[src/rtl/mont_pkg.sv]
package mont_pkg;
  typedef enum logic [3:0] {
    ST_IDLE,
    ST_P00, ST_P01, ST_P10, ST_P11,
    ST_Q00, ST_Q01, ST_Q10,
    ST_M11, ST_M01, ST_M10, ST_M00,
    ST_FIN
  } mont_state_e;
endpackage

[src/rtl/mont_half_mul.sv]
module mont_half_mul #(
  parameter int HALF = 32
) (
  input  logic [HALF-1:0]   a_i,
  input  logic [HALF-1:0]   b_i,
  output logic [2*HALF-1:0] p_o
);
  assign p_o = a_i * b_i;
endmodule

[src/rtl/mont_seq_ctrl.sv]
module mont_seq_ctrl import mont_pkg::*; #(
  parameter bit DERIVE_LOW = 1'b1
) (
  input  logic        clk_i,
  input  logic        rst_ni,
  input  logic        start_i,
  output mont_state_e state_o,
  output logic        busy_o
);
  mont_state_e state_q, state_d;

  always_comb begin
    state_d = state_q;
    case (state_q)
      ST_IDLE: if (start_i) state_d = ST_P00;
      ST_P00:  state_d = ST_P01;
      ST_P01:  state_d = ST_P10;
      ST_P10:  state_d = ST_P11;
      ST_P11:  state_d = ST_Q00;
      ST_Q00:  state_d = ST_Q01;
      ST_Q01:  state_d = ST_Q10;
      ST_Q10:  state_d = ST_M11;
      ST_M11:  state_d = ST_M01;
      ST_M01:  state_d = ST_M10;
      ST_M10:  state_d = DERIVE_LOW ? ST_FIN : ST_M00;
      ST_M00:  state_d = ST_FIN;
      ST_FIN:  state_d = ST_IDLE;
      default: state_d = ST_IDLE;
    endcase
  end

  always_ff @(posedge clk_i or negedge rst_ni) begin
    if (!rst_ni) state_q <= ST_IDLE;
    else         state_q <= state_d;
  end

  assign state_o = state_q;
  assign busy_o  = (state_q != ST_IDLE);
endmodule

[src/rtl/mont_fold.sv]
module mont_fold #(
  parameter int WIDTH = 64
) (
  input  logic [2*WIDTH-1:0] prod_i,
  input  logic [WIDTH-1:0]   hi_i,
  input  logic [WIDTH:0]     cross_i,
  input  logic [WIDTH-1:0]   low_i,
  output logic [WIDTH-1:0]   r_o
);
  localparam int HALF = WIDTH / 2;
  localparam int DW   = 2 * WIDTH;

  logic [DW-1:0]    sum;
  logic [WIDTH-1:0] unused_low;

  // true sum stays below 2^(2*WIDTH-1), so DW bits lose nothing
  assign sum = prod_i
             + {hi_i, {WIDTH{1'b0}}}
             + (DW'(cross_i) << HALF)
             + DW'(low_i);
  assign r_o        = sum[DW-1:WIDTH];
  assign unused_low = sum[WIDTH-1:0];
endmodule

[src/rtl/lazy_mont_mul.sv]
module lazy_mont_mul import mont_pkg::*; #(
  parameter int WIDTH      = 64,
  parameter bit DERIVE_LOW = 1'b1,
  parameter bit CANON_OUT  = 1'b0
) (
  input  logic             clk_i,
  input  logic             rst_ni,
  input  logic             start_i,
  input  logic [WIDTH-1:0] op_a_i,
  input  logic [WIDTH-1:0] op_b_i,
  input  logic [WIDTH-1:0] mod_i,
  input  logic [WIDTH-1:0] mod_inv_i,
  output logic             busy_o,
  output logic             done_o,
  output logic [WIDTH-1:0] result_o
);
  localparam int HALF = WIDTH / 2;
  localparam int DW   = 2 * WIDTH;

  mont_state_e      state;
  logic             busy;
  logic [WIDTH-1:0] x_q, y_q, m_q, mi_q;
  logic [DW-1:0]    p_q;
  logic [WIDTH-1:0] b_q, hi_q;
  logic [WIDTH:0]   cross_q;
  logic [HALF-1:0]  mul_a, mul_b;
  logic [WIDTH-1:0] prod;
  logic [WIDTH-1:0] low_w, fold_r, res_d, res_q;
  logic             done_q;

  mont_seq_ctrl #(.DERIVE_LOW(DERIVE_LOW)) u_ctrl (
    .clk_i   (clk_i),
    .rst_ni  (rst_ni),
    .start_i (start_i),
    .state_o (state),
    .busy_o  (busy)
  );

  mont_half_mul #(.HALF(HALF)) u_mul (
    .a_i (mul_a),
    .b_i (mul_b),
    .p_o (prod)
  );

  // operand routing for the shared multiplier
  always_comb begin
    mul_a = '0;
    mul_b = '0;
    case (state)
      ST_P00: begin mul_a = x_q[HALF-1:0];     mul_b = y_q[HALF-1:0];      end
      ST_P01: begin mul_a = x_q[HALF-1:0];     mul_b = y_q[WIDTH-1:HALF];  end
      ST_P10: begin mul_a = x_q[WIDTH-1:HALF]; mul_b = y_q[HALF-1:0];      end
      ST_P11: begin mul_a = x_q[WIDTH-1:HALF]; mul_b = y_q[WIDTH-1:HALF];  end
      ST_Q00: begin mul_a = p_q[HALF-1:0];     mul_b = mi_q[HALF-1:0];     end
      ST_Q01: begin mul_a = p_q[HALF-1:0];     mul_b = mi_q[WIDTH-1:HALF]; end
      ST_Q10: begin mul_a = p_q[WIDTH-1:HALF]; mul_b = mi_q[HALF-1:0];     end
      ST_M11: begin mul_a = b_q[WIDTH-1:HALF]; mul_b = m_q[WIDTH-1:HALF];  end
      ST_M01: begin mul_a = b_q[HALF-1:0];     mul_b = m_q[WIDTH-1:HALF];  end
      ST_M10: begin mul_a = b_q[WIDTH-1:HALF]; mul_b = m_q[HALF-1:0];      end
      ST_M00: begin mul_a = b_q[HALF-1:0];     mul_b = m_q[HALF-1:0];      end
      default: ;
    endcase
  end

  always_ff @(posedge clk_i or negedge rst_ni) begin
    if (!rst_ni) begin
      x_q     <= '0;
      y_q     <= '0;
      m_q     <= '0;
      mi_q    <= '0;
      p_q     <= '0;
      b_q     <= '0;
      hi_q    <= '0;
      cross_q <= '0;
    end else begin
      case (state)
        ST_IDLE: if (start_i) begin
          x_q  <= op_a_i;
          y_q  <= op_b_i;
          m_q  <= mod_i;
          mi_q <= mod_inv_i;
        end
        ST_P00: p_q <= DW'(prod);
        ST_P01, ST_P10: p_q <= p_q + (DW'(prod) << HALF);
        ST_P11: p_q <= p_q + {prod, {WIDTH{1'b0}}};
        ST_Q00: b_q <= prod;
        ST_Q01, ST_Q10: b_q <= b_q + {prod[HALF-1:0], {HALF{1'b0}}};
        ST_M11: hi_q <= prod;
        ST_M01: cross_q <= {1'b0, prod};
        ST_M10: cross_q <= cross_q + {1'b0, prod};
        default: ;
      endcase
    end
  end

  generate
    if (DERIVE_LOW) begin : g_low_derived
      // low half of p + b*m is zero, so b0*m0 follows from what is known
      assign low_w = '0 - (p_q[WIDTH-1:0] + {cross_q[HALF-1:0], {HALF{1'b0}}});
    end else begin : g_low_mult
      logic [WIDTH-1:0] low_q;
      always_ff @(posedge clk_i or negedge rst_ni) begin
        if (!rst_ni)              low_q <= '0;
        else if (state == ST_M00) low_q <= prod;
      end
      assign low_w = low_q;
    end
  endgenerate

  mont_fold #(.WIDTH(WIDTH)) u_fold (
    .prod_i  (p_q),
    .hi_i    (hi_q),
    .cross_i (cross_q),
    .low_i   (low_w),
    .r_o     (fold_r)
  );

  generate
    if (CANON_OUT) begin : g_canon
      assign res_d = (fold_r >= m_q) ? fold_r - m_q : fold_r;
    end else begin : g_lazy
      assign res_d = fold_r;
    end
  endgenerate

  always_ff @(posedge clk_i or negedge rst_ni) begin
    if (!rst_ni) begin
      res_q  <= '0;
      done_q <= 1'b0;
    end else begin
      done_q <= (state == ST_FIN);
      if (state == ST_FIN) res_q <= res_d;
    end
  end

  assign busy_o   = busy;
  assign done_o   = done_q;
  assign result_o = res_q;
endmodule

[config.mk]
export PLATFORM = sky130hd
export DESIGN_NAME = lazy_mont_mul
export DESIGN_NICKNAME = d
export VERILOG_FILES = /design/src/rtl/mont_pkg.sv /design/src/rtl/mont_half_mul.sv /design/src/rtl/mont_seq_ctrl.sv /design/src/rtl/mont_fold.sv /design/src/rtl/lazy_mont_mul.sv
export SDC_FILE = /design/constraint.sdc
export NUM_CORES = 2
export LEC_CHECK = 0
export ABC_AREA = 0
export CORE_MARGIN = 2
export CORE_UTILIZATION = 45
export CTS_CLUSTER_DIAMETER = 200
export DETAILED_ROUTE_END_ITERATION = 6
export SYNTH_ARGS = -nofsm -noshare
export SYNTH_HDL_FRONTEND = slang
export SYNTH_SLANG_ARGS = --single-unit
[constraint.sdc]
create_clock -name clk_i -period 29 [get_ports clk_i]
set_input_delay 2.9 -clock clk_i [delete_from_list [all_inputs] [get_ports clk_i]]
set_output_delay 2.9 -clock clk_i [all_outputs]
set_load 0.05 [all_outputs]
### Yosys cells after proc, flatten, opt, wreduce, memory -nomap -nowiden

Index checks and enable logic that the tools add are counted.

* add/sub/neg operators: 9
* multiply operators: 1
* equal/unequal tests: 13
* multiplexer cells: 7
* reductions and logical operators: 18

Operator list (count)
* $pmux W128 S3: 1
* $pmux W32 S6: 2
* $add A128 B128 Y128: 2
* $pmux W65 S2: 1
* $add A128 B64 Y128: 1
* $add A128 B96 Y128: 1
* $add A128 B97 Y128: 1
* $add A64 B64 Y64: 2
* $pmux W64 S2: 1
* $add A65 B64 Y65: 1
* $mul A32 B32 Y64: 1
* $sub A1 B64 Y64 const A: 1
* $pmux W4 S11: 1
* $reduce_or A2 Y1: 12
* $eq A4 B4 Y1 const B: 5
* $eq A4 B3 Y1 const B: 4
* $eq A4 B2 Y1 const B: 2
* $eq A4 B1 Y1 const B: 1
* $logic_not A4 Y1: 1
* $mux W4: 1
* $reduce_bool A2 Y1: 2
* $reduce_bool A4 Y1: 1
* $reduce_bool A3 Y1: 1
* $ne A2 B2 Y1 const B: 1
* $reduce_and A2 Y1: 1

* bits in registers: 646
* input bits: 259
* output and inout bits: 66

### Logic depth before layout (Yosys ltp)

* word-level depth: 6
* gate-level depth with buffers: 53
* gate-level depth less buffers: 48

### Modules after synthesis

A second synthesis with hierarchy kept.

* cells, all modules: 9855
* area total of the unflattened synthesis: 87576.5 um2

By module, submodules not included
* lazy_mont_mul: times used 1, cells each 4862, area each 44675.3 um2
* mont_half_mul: times used 1, cells each 3687, area each 33303.2 um2
* mont_fold: times used 1, cells each 1288, area each 9399.0 um2
* mont_seq_ctrl: times used 1, cells each 18, area each 198.9 um2

### Worst setup path before layout

No wires, ideal clock.

* path kind: register to register
* start point: register u_ctrl.state_q[0], in the netlist u_ctrl.state_o[0]
* end point: register p_q[124]
* setup time: 142 ps
* arrival time: 11647 ps
* required time: 28858 ps
* setup slack: 17211 ps
* stages on the path, launching flop included: 51
* buffers on the path: 5
* period minus slack after synthesis: 11789 ps
* cells stage by stage: dfrtp_1 clkbuf_1 buf_1 mux2i_1 nor2_1 a221o_1 a221oi_1 clkbuf_1 nor2_1 fa_1 inv_1 fa_1 inv_1 fa_1 inv_1 fa_1 inv_1 fa_1 (+15 left out) a31oi_1 o21ai_0 xor2_1 ha_1 a21oi_1 o21ai_0 a31oi_1 o21ai_0 a31oi_1 o31ai_1 a211oi_1 a21o_1 nand2b_1 clkbuf_1 nor2_1 a21oi_1 o21ai_0 o221ai_1

* longest elaborated chain between the ends: 6
* elaborated cells between the ends (all ways): 29

RTL lines
* from (decl): RTL line mont_seq_ctrl.sv:10 `mont_state_e state_q, state_d;`
* from (signal assigned): RTL line mont_seq_ctrl.sv:34 `else state_q <= state_d;`
* $eq A4 B4 Y1, or another cell as far along: RTL line lazy_mont_mul.sv:49 `case (state)`
* $reduce_or A2 Y1 (no source line)
* $pmux W32 S6: RTL line lazy_mont_mul.sv:49
* $mul A32 B32 Y64 *: RTL line mont_half_mul.sv:8 `assign p_o = a_i * b_i;`
* net prod[46]: RTL line lazy_mont_mul.sv:27 `logic [WIDTH-1:0] prod;`
* $add A128 B128 Y128 or $add A128 B96 Y128 (tied branches): RTL line lazy_mont_mul.sv:85, lazy_mont_mul.sv:84
* $pmux W128 S3 *: RTL line lazy_mont_mul.sv:76 `case (state)`
* to (signal assigned): RTL line lazy_mont_mul.sv:83 `ST_P00: p_q <= DW'(prod);`
* to (signal assigned): RTL line lazy_mont_mul.sv:84 `ST_P01, ST_P10: p_q <= p_q + (DW'(prod) << HALF);`
* to (signal assigned): RTL line lazy_mont_mul.sv:85 `ST_P11: p_q <= p_q + {prod, {WIDTH{1'b0}}};`
* to (decl): RTL line lazy_mont_mul.sv:23 `logic [DW-1:0] p_q;`

Mark *: on every way through the listed nets, which the timed path passes. The rest lies on a longest branch.
A chain may end at the register's enable or synchronous reset.

### Final worst setup path

* start point: register u_ctrl.state_q[1], in the netlist u_ctrl.state_o[1]
* end point: register p_q[124]

Same word-level chain as after synthesis.

==> metrics <==
average wire per standard cell 26.7 µm; post-synth cell types 81; ys flop type dfrtp_1; skew final 0.0537 ns; Cell Rows 160; violation count after the first detailed-route iteration 7,409; Worst EP required 29.61 ns; most frequent cells in the layout inv_1 (1,277), nand2_1 (1,093), fa_1 (965); total global-route track usage 0.345; WS Path Type flop to flop; Residual DRC 0; sequential cell area fraction in the yosys report 0.189; Worst Setup End Kind flop; vias per std cell 6.02; cell count after synthesis 9,868; post-DP HPWL 271,000 µm; syn avg cell area 8.68 µm²; CTS tree done; Hold/Removal Path Class flop to flop; Syn Nets 11,900; final non-filler cell total 12,600; vias in the first global route 75,200; Post-synth ARST share 1.00; Yosys reg bits 646; I/O pins 325; crit path max-delay cell type xnor2_1; post-route clock period utilization 0.568; clock tree buffer depth 3; Hold Fails Final Rpt 0; first-pass GRT wire length 497,000 µm; largest net degree at the start of global routing 128; cts bufs inserted 88; worst skew pair latency 0.77 ns; Via Count 75,800; antenna viol nets, final 0; Slew Limit Fails 4; most common cell after layout, fill and taps aside inv_1; Setup Fix Bufs, Post-CTS 0; starting density of the core 0.452; Startpoint Class flop; Clk Tree Root Cell clkbuf_16; die width 440 µm; final setup violating endpoints 0; worst slew margin relative to its limit -0.0476; Post-synth EDFFs 0; violated checks max-capacitance violations, max-slew violations; input/output buffers 324; max-cap violation count 1; RSZ-0062 raised after global routing false; Placed Cells 12,400; Synth warnings 0; crit-path max FO 55; Reg clk slew, reported paths 0.06 ns; CTS sink count 646; min Tclk post-route 16.47 ns; CP peak stage delay 1.18 ns; Layout Nets 12,000; final WL 336,000 µm; TNS Setup 0 ns; area grow syn2layout 11.3%; Core Area 0.190 mm²; Die ar. 0.194 mm²; Routability Congestion 0.989; H-tree depth 3; share of cells above drive strength 1 0.0780; antenna violations before repair 27; Slew @ Worst Pin 1.56 ns; status complete, but fails checks; placed cell area 0.0922 mm²; mapped cell area 0.0856 mm²; DRT Pass-1 Iters 6; CP most frequent cell fa_1; design area 0.0953 mm²; total grt overflow 0; post-layout util 0.503; FMAX 60.7 MHz; WP data arrival 17.08 ns; Die Y 440 µm; Hold Buf Count CTS 0; cts repair resizes 0
flip-flops by register name (all words and copies together), names as in the netlist:
register and cells:
b_q 64, cross_q 65, done_o 1, hi_q 64, m_q 64, mi_q 64
p_q 128, result_o 64, u_ctrl.state_o 4, x_q 64, y_q 64
layout make-up:
class | instances | area, µm²
fillers | 18000 | 94300
multi-input cells | 7439 | 63300
flip-flops and latches | 646 | 16200
inverters | 1279 | 4800
repair buffers | 527 | 4770
well taps | 2511 | 3140
clock buffers | 120 | 2470
clock inverters | 46 | 588
diodes | 19 | 47.5
per-layer routing:
metal  vias up  wire, µm  global-route usage
met5         -       104                   0
li1      33500         -                   -
met4        16     19900               0.174
met3       704     28200              0.0666
met2      3386    147000               0.523
met1     38100    141000               0.471
cell usage after synthesis, drive strengths merged, types with 78 or more instances:
library cell / number / area (µm²)
inv: 1277 / 4790
nand2: 1098 / 4120
fa: 965 / 19300
nor2: 852 / 3200
ha: 778 / 9730
dfrtp: 646 / 16200
a21oi: 616 / 3080
o21ai: 555 / 2790
clkbuf: 487 / 1830
a21o: 332 / 2490
mux2: 298 / 3360
xnor2: 247 / 2160
nand4: 155 / 970
xor2: 149 / 1310
nand3: 132 / 661
o21bai: 106 / 800
a221o: 96 / 961
a31oi: 88 / 551
a221oi: 78 / 683
cells by family (layout without fill, tap and decap cells):
kind of cell,Yosys count,in the layout,share of synthesized area
multiplexers,337,337,0.0438
XOR/XNOR,396,396,0.0405
flip-flops,646,646,0.189
AND/OR/NAND/NOR,2622,2622,0.132
adder cells (fa/ha/maj),1743,1743,0.339
AO/OA/AOI/OAI,2341,2341,0.177
buffers and inverters,1783,1972,0.0782
other,0,19,0
worst max-delay path: cells and delay by family (launching register included):
kind | cells | cell delay, ns
compound gates | 13 | 3.46
buf+inv | 8 | 3.03
xor+xnor | 1 | 1.18
flops | 1 | 0.43
simple gates | 11 | 2.83
fa+ha+maj | 10 | 5.29
final timing paths:
path	start	end	slack, ns	depth (start not counted)
setup / recovery	u_ctrl.state_o[1]	p_q[124]	12.53	43
hold / removal	b_q[19]	b_q[19]	0.48	2
setup reg to reg	u_ctrl.state_o[1]	p_q[124]	12.53	43
hold reg to reg	b_q[19]	b_q[19]	0.48	2
max in group asynchronous	rst_ni	x_q[47]	23.63	4
min in group asynchronous	rst_ni	y_q[14]	2.17	1
through the flow:
step	hold WS, ns	worst slack [ns]
floorplan	0.446	17.21
global placement	0.461	13.25
detailed placement	0.470	13.08
CTS	0.483	13.04
global route	0.499	12.09
finish	0.481	12.53
Power is left out: the tool's default activity adds up to more than one toggle a clock period on the data nets, which glitch-free logic cannot reach.
